$ cat src/rtl/nvcopy_pkg.sv
package nvcopy_pkg;

  typedef enum logic [2:0] {
    ST_IDLE    = 3'd0,
    ST_GRACE   = 3'd1,
    ST_STORE   = 3'd2,
    ST_RECALL  = 3'd3,
    ST_WAITREL = 3'd4
  } seq_state_e;

  typedef enum logic [1:0] {
    SRC_SW    = 2'd0,
    SRC_HW    = 2'd1,
    SRC_AUTO  = 2'd2,
    SRC_PWRUP = 2'd3
  } req_src_e;

  function automatic int unsigned max_of2(input int unsigned a, input int unsigned b);
    return (a > b) ? a : b;
  endfunction

endpackage

$ cat src/rtl/nvcopy_edge.sv
// Samples asynchronous level inputs once and reports a change flag per bit.
module nvcopy_edge #(
  parameter int         W       = 2,
  parameter logic [W-1:0] RST_VAL = '0
) (
  input  logic         clk,
  input  logic         rst,
  input  logic [W-1:0] din,
  output logic [W-1:0] lvl,
  output logic [W-1:0] chg
);

  for (genvar i = 0; i < W; i++) begin : g_bit
    logic s0, s1;
    always_ff @(posedge clk) begin
      if (rst) begin
        s0 <= RST_VAL[i];
        s1 <= RST_VAL[i];
      end else begin
        s0 <= din[i];
        s1 <= s0;
      end
    end
    assign lvl[i] = s0;
    assign chg[i] = s0 ^ s1;
  end

endmodule

$ cat src/rtl/nvcopy_timer.sv
// Phase counter shared by every timed state; restarts on each state change.
module nvcopy_timer #(
  parameter int CW = 8
) (
  input  logic          clk,
  input  logic          rst,
  input  logic          restart,
  output logic [CW-1:0] cnt
);

  always_ff @(posedge clk) begin
    if (rst || restart) begin
      cnt <= '0;
    end else if (cnt != {CW{1'b1}}) begin
      cnt <= cnt + 1'b1;
    end
  end

endmodule

$ cat src/rtl/nvcopy_dirty.sv
// Write-since-last-nonvolatile-cycle flag; clearing wins over setting.
module nvcopy_dirty (
  input  logic clk,
  input  logic rst,
  input  logic set,
  input  logic clr,
  output logic dirty
);

  always_ff @(posedge clk) begin
    if (rst || clr) begin
      dirty <= 1'b0;
    end else if (set) begin
      dirty <= 1'b1;
    end
  end

endmodule

$ cat src/rtl/nvcopy_seq.sv
module nvcopy_seq
  import nvcopy_pkg::*;
#(
  parameter int GRACE_CYC  = 50,
  parameter int STORE_CYC  = 500000,
  parameter int ERASE_CYC  = 200000,
  parameter int RCL_SW_CYC = 1000,
  parameter int RCL_PU_CYC = 27500,
  parameter int CLR_CYC    = 100
) (
  input  logic       clk,
  input  logic       rst,
  input  logic       busy_n_in,
  output logic       busy_oe,
  input  logic       pfail,
  input  logic       vlow_rst,
  input  logic       sw_store,
  input  logic       sw_recall,
  input  logic       wr_done,
  output logic       wr_block,
  output logic       acc_inhibit,
  output logic       store_go,
  output logic       recall_go,
  output logic       xfer_phase,
  output logic [2:0] state_o
);

  localparam int MAXLEN = int'(max_of2(max_of2(GRACE_CYC, STORE_CYC),
                                       max_of2(RCL_SW_CYC, RCL_PU_CYC)));
  localparam int CW = $clog2(MAXLEN + 1);

  seq_state_e state, state_n;
  req_src_e   src, src_n;
  logic [CW-1:0] cnt, last_idx;
  logic [1:0] smp_lvl, smp_chg;
  logic pin_lvl, pin_fall, pf_lvl, pf_rise;
  logic last, dirty, dirty_set, dirty_clr, pu_pend, restart;

  // bit 1: busy pin (idles high), bit 0: power-fail (idles low)
  nvcopy_edge #(.W(2), .RST_VAL(2'b10)) u_smp (
    .clk(clk), .rst(rst), .din({busy_n_in, pfail}), .lvl(smp_lvl), .chg(smp_chg)
  );

  assign pin_lvl  = smp_lvl[1];
  assign pin_fall = smp_chg[1] & ~smp_lvl[1];
  assign pf_lvl   = smp_lvl[0];
  assign pf_rise  = smp_chg[0] & smp_lvl[0];

  nvcopy_timer #(.CW(CW)) u_tmr (
    .clk(clk), .rst(rst), .restart(restart), .cnt(cnt)
  );

  assign dirty_set = wr_done && (state == ST_IDLE || state == ST_GRACE);
  assign dirty_clr = (state == ST_STORE || state == ST_RECALL) && last;

  nvcopy_dirty u_dirty (
    .clk(clk), .rst(rst), .set(dirty_set), .clr(dirty_clr), .dirty(dirty)
  );

  always_comb begin
    case (state)
      ST_GRACE:  last_idx = CW'(GRACE_CYC - 1);
      ST_STORE:  last_idx = CW'(STORE_CYC - 1);
      ST_RECALL: last_idx = (src == SRC_PWRUP) ? CW'(RCL_PU_CYC - 1) : CW'(RCL_SW_CYC - 1);
      default:   last_idx = '0;
    endcase
  end

  assign last = (cnt == last_idx);

  always_comb begin
    state_n = state;
    src_n   = src;
    case (state)
      ST_IDLE: begin
        if (pu_pend && !pf_lvl) begin
          state_n = ST_RECALL;
          src_n   = SRC_PWRUP;
        end else if (pf_rise) begin
          state_n = ST_GRACE;
          src_n   = SRC_AUTO;
        end else if (pin_fall) begin
          state_n = ST_GRACE;
          src_n   = SRC_HW;
        end else if (sw_store && !pf_lvl) begin
          state_n = ST_STORE;
          src_n   = SRC_SW;
        end else if (sw_recall && !pf_lvl) begin
          state_n = ST_RECALL;
          src_n   = SRC_SW;
        end
      end
      ST_GRACE: begin
        if (last) begin
          if (src == SRC_AUTO) begin
            if (pin_lvl || !dirty) state_n = ST_IDLE;
            else                   state_n = ST_STORE;
          end else begin
            state_n = dirty ? ST_STORE : ST_WAITREL;
          end
        end
      end
      ST_STORE:   if (last) state_n = (src == SRC_HW) ? ST_WAITREL : ST_IDLE;
      ST_RECALL:  if (last) state_n = ST_IDLE;
      ST_WAITREL: if (pin_lvl) state_n = ST_IDLE;
      default:    state_n = ST_IDLE;
    endcase
  end

  assign restart = (state_n != state);

  always_ff @(posedge clk) begin
    if (rst) begin
      state   <= ST_IDLE;
      src     <= SRC_SW;
      pu_pend <= 1'b1;
    end else begin
      state <= state_n;
      src   <= src_n;
      if (vlow_rst)                                          pu_pend <= 1'b1;
      else if (state_n == ST_RECALL && src_n == SRC_PWRUP)   pu_pend <= 1'b0;
    end
  end

  assign busy_oe     = (state == ST_STORE) || (state == ST_GRACE && src == SRC_AUTO);
  assign wr_block    = (state != ST_IDLE) || pf_lvl;
  assign acc_inhibit = (state == ST_STORE) || (state == ST_RECALL) || (state == ST_WAITREL);
  assign store_go    = (state == ST_STORE) && (cnt == '0);
  assign recall_go   = (state == ST_RECALL) && (cnt == '0);
  assign xfer_phase  = ((state == ST_STORE) && (cnt >= CW'(ERASE_CYC))) ||
                       ((state == ST_RECALL) && (cnt >= CW'(CLR_CYC)));
  assign state_o     = state;

  AST_PIN_LOW_IN_STORE: assert property (@(posedge clk) disable iff (rst)
    (state == ST_STORE && cnt != '0) |-> !pin_lvl);
  AST_PIN_RELEASED: assert property (@(posedge clk) disable iff (rst)
    (state != ST_STORE && $past(state) == ST_STORE) |-> !busy_oe);
  AST_CLEAN_SKIP: assert property (@(posedge clk) disable iff (rst)
    (store_go && src != SRC_SW) |-> dirty);
  AST_DIRTY_CLEARED: assert property (@(posedge clk) disable iff (rst)
    (($past(state) == ST_STORE || $past(state) == ST_RECALL) && state != $past(state)) |-> !dirty);
  AST_GO_SINGLE: assert property (@(posedge clk) disable iff (rst)
    store_go |=> !store_go);
  AST_HOLD_WAIT: assert property (@(posedge clk) disable iff (rst)
    (state == ST_WAITREL && !pin_lvl) |=> state == ST_WAITREL);
  AST_STORE_LEN: assert property (@(posedge clk) disable iff (rst)
    (state == ST_STORE && cnt == CW'(STORE_CYC - 1)) |=> state != ST_STORE);

endmodule

$ cat config.mk
export PLATFORM = sky130hd
export DESIGN_NAME = nvcopy_seq
export DESIGN_NICKNAME = d
export VERILOG_FILES = /design/src/rtl/nvcopy_pkg.sv /design/src/rtl/nvcopy_edge.sv /design/src/rtl/nvcopy_timer.sv /design/src/rtl/nvcopy_dirty.sv /design/src/rtl/nvcopy_seq.sv
export SDC_FILE = /design/constraint.sdc
export NUM_CORES = 1
export LEC_CHECK = 0
export CORE_MARGIN = 4
export CORE_UTILIZATION = 44
export DETAILED_ROUTE_END_ITERATION = 6
export PLACE_DENSITY = 0.66
export SLEW_MARGIN = 10
export SYNTH_ARGS = -nofsm -noshare
export SYNTH_HDL_FRONTEND = slang
export SYNTH_HIERARCHICAL = 1
export SYNTH_SLANG_ARGS = --single-unit
$ cat constraint.sdc
create_clock -name clk -period 2.5 [get_ports clk]
set_input_delay 0.625 -clock clk [delete_from_list [all_inputs] [get_ports clk]]
set_output_delay 0.625 -clock clk [all_outputs]
set_load 0.02 [all_outputs]
==> results.toml <==
[layout]
diodes = 0
num-fill-cells = 384
final_common_cell = "buf_4"
final_nets = 347
area_growth_pct = 38.7
final_cell_mix = "buf_4, nor2_1, dfxtp_1, nand2_1, nor3_1"
final_util_pct = 64.3
drive_gt1_share_pct = 31.6

[synthesis]
synth.avg_cell_area_sq_um = 7.75
netlist_top_cells_area = "dfxtp_1, nor2_1, nor3_1"
syn_nets = 277
yosys_warnings = 6
netlist.area_leader.share_pct = 28.9
synth-edff-count = 0
synthArstFlopShare_pct = 0
ys_seq_area_share_pct = 28.9
synth_area_leader_cell = "dfxtp_1"
netlist_area_sq_um = 2080
yosysUniqueCellTypes = 58
synth-main-ff-cell = "dfxtp_1"
ys_ff_latch = 30
synthCells = 268

[sta]
drv_slew = 0
timing.final.crit_share_pct = 101
clock_skew_ns = 0.00419
finalSetupViolCount = 2
hold_viol = 0
grt_setup_unrepaired = "yes"
layout_setup_ws_ns = -0.0349
max-slew-margin-rel_pct = 65.7
fin_crit_ns = 2.53
fmax_mhz = 394
tightest_slew_ns = 0.509

[setup_path]
crit_family = "simple AND/OR/NAND/NOR gates"
slowest_stage = "or4_4"
critPathLaunch = "u_tmr/cnt[7]"
r2r_start = "state_o[1]"
path_cells = "buf_6, or4_4, nor3_4, nand3_2, nor3_2, buf_4"
critPathMaxStageDelay_ns = 0.52
worst-path-buf-inv = 2
path_class = "flop to output pin"
rrSetupSlack_ns = -0.01
start_kind = "flop"
required_ns = 1.88
cp_max_fo = 2
r2r_cells = 13
arrival_ns = 1.91
cp-end-kind = "output pin"
rr_endpoint = "u_tmr/cnt[14]"
cp.depth = 6

[global_routing]
grt.total_usage_pct = 21.6
antenna_found_initial = 0
grt_pass1_wl_microns = 10400
grt_max_degree = 16
grt_overflow = 0
grt_pass1_vias = 2208

[pwr]
power.leakage_nw = 1.14
power.total_mw = 2.22
max-vdd-ir-drop_mv = 0.325
p_per_area_nw_per_um2 = 770

[status]
status = "complete, but fails checks"
failed_checks = "negative setup slack"

[drt]
wl_microns = 6180
drt-pass1-iter-count = 5
drtAntennaViolNets = 0
route.detailed.drc = 0
vias = 2409
viasPerCell = 6.16
drtIter0Drc = 187
wl_per_cell_microns = 15.8

[placement]
dp_slack_ns = -0.388
gp_congestion = 0.879
hpwl_microns = 4660
port_buffers = 16

[worst_hold_path]
holdPathEnd = "u_dirty/dirty"
hp-class = "flop to flop"
hold_path_depth = 2
hp-start = "u_dirty/dirty"

[cts]
cts_tree = "done"
cts_root_buf = "clkbuf_8"
numClockSinks = 30
cts_buffers = 5
cts_max_path_buffers = 2
ctsHoldBuffers = 0
path_clk_slew_ns = 0.06
htreeDepth = 2
clk_latency_ns = 0.28

[floorplanning]
fp.coreArea_sq_um = 4470
start_util_pct = 46.4
io_pins = 17
num_rows = 24
dieArea_sq_um = 5880
die_x_microns = 76.7
die_h_microns = 76.7

[run]
max-cap-violations = 0
[metal layers]
| metal | routed length (microns) | global-route usage (%) | vias to the layer above |
|---|---|---|---|
| met5 | 0 | 0 | - |
| met3 | 467 | 3.28 | 6 |
| met4 | 63 | 5.62 | 0 |
| met1 | 2770 | 30.0 | 1140 |
| li1 | - | - | 1165 |
| met2 | 2880 | 34.8 | 98 |
[how the worst max path moves through the flow]
stage | endpoint | slack, ns
floorplan | u_tmr/cnt[14] | 0.005
global placement | u_tmr/cnt[5] | -0.33
detailed placement | u_tmr/cnt[5] | -0.39
CTS | u_tmr/cnt[14] | -0.03
global route | u_tmr/cnt[14] | -0.18
finish | store_go | -0.03
[sequential cells by signal (all words and copies together), names as in the netlist]
register,count
u_smp/g_bit.s1,2
src,2
u_smp/g_bit.s0,2
pu_pend,1
state_o,3
u_dirty/dirty,1
u_tmr/cnt,19
[metrics by stage]
| step | TNS [ns] | cell area [sq um] | hold WS [ns] | cells |
|---|---|---|---|---|
| final | -0.0473 | 2880 | 0.542 | 391 |
| after global routing | -1.28 | 2880 | 0.601 | 391 |
| after floorplan | 0 | 2090 | 0.452 | 268 |
| after detailed placement | -3.13 | 2640 | 0.536 | 377 |
| after CTS | -0.0266 | 2790 | 0.544 | 390 |
| after global placement | -2.08 | 2640 | 0.515 | 377 |
[cells in the mapped netlist, types with 2 or more instances]
library cell  number
nand3_1           10
nand3b_1           4
or2_1              3
or3_1              9
a21oi_1           14
nand4_1            7
inv_1              6
o31ai_1            3
and3_1             3
or4_1              6
and2_1             2
a31oi_1            8
buf_4              3
mux2i_1            5
a211oi_1           2
nand2b_1           4
buf_2              3
xor2_1             2
nor4_1             6
nor2b_1           10
dfxtp_1           30
nand2_1           20
a311oi_1           4
nor3_1            18
or2_2              7
o22ai_1            2
o211ai_1           8
nor2_1            25
o2111ai_1          2
clkbuf_1           4
o21ai_0           11
[report_power, final]
part           total [mW]  switching, mW  internal (mW)
Clock               0.401          0.179          0.222
Combinational        1.23          0.611          0.615
Sequential          0.591         0.0590          0.532
Total                2.22          0.849           1.37
[final cells by class]
| cell class | instances | area [sq um] | share of cell area, % |
|---|---|---|---|
| Sequential cell | 30 | 613 | 21.3 |
| Tap cell | 52 | 65.1 | 2.26 |
| Clock inverter | 1 | 5.00 | 0.174 |
| Multi-Input combinational cell | 222 | 1490 | 51.8 |
| Timing Repair Buffer | 73 | 597 | 20.7 |
| Inverter | 6 | 22.5 | 0.782 |
| Clock buffer | 7 | 86.3 | 3.00 |
[worst min-delay path: stages, from the launching register on]
cell and delay (ns):
dfxtp_1 0.33, nor2_1 0.13, nor3_2 0.04
[logic make-up (layout without fill, tap and decap cells)]
kind of cell,after synthesis,after routing,synth area share [%]
buffers and inverters,16,87,3.62
AOI/OAI and AO/OA,69,69,24.2
DFF,30,30,28.9
and+or+nand+nor,144,144,39.0
xor gates and xnor gates,3,3,1.27
adders and majority gates,1,1,0.603
muxes,5,5,2.41
[repair_timing]
action                                  in CTS  in global routing
gates cloned                                 1                  0
hold endpoints to repair                     0                  0
gates resized for setup                     20                 32
setup buffers                                4                  1
endpoints found under the setup margin       9                 15
pin swaps                                    3                  7
Note: power is estimated with default switching activity, not from simulation.
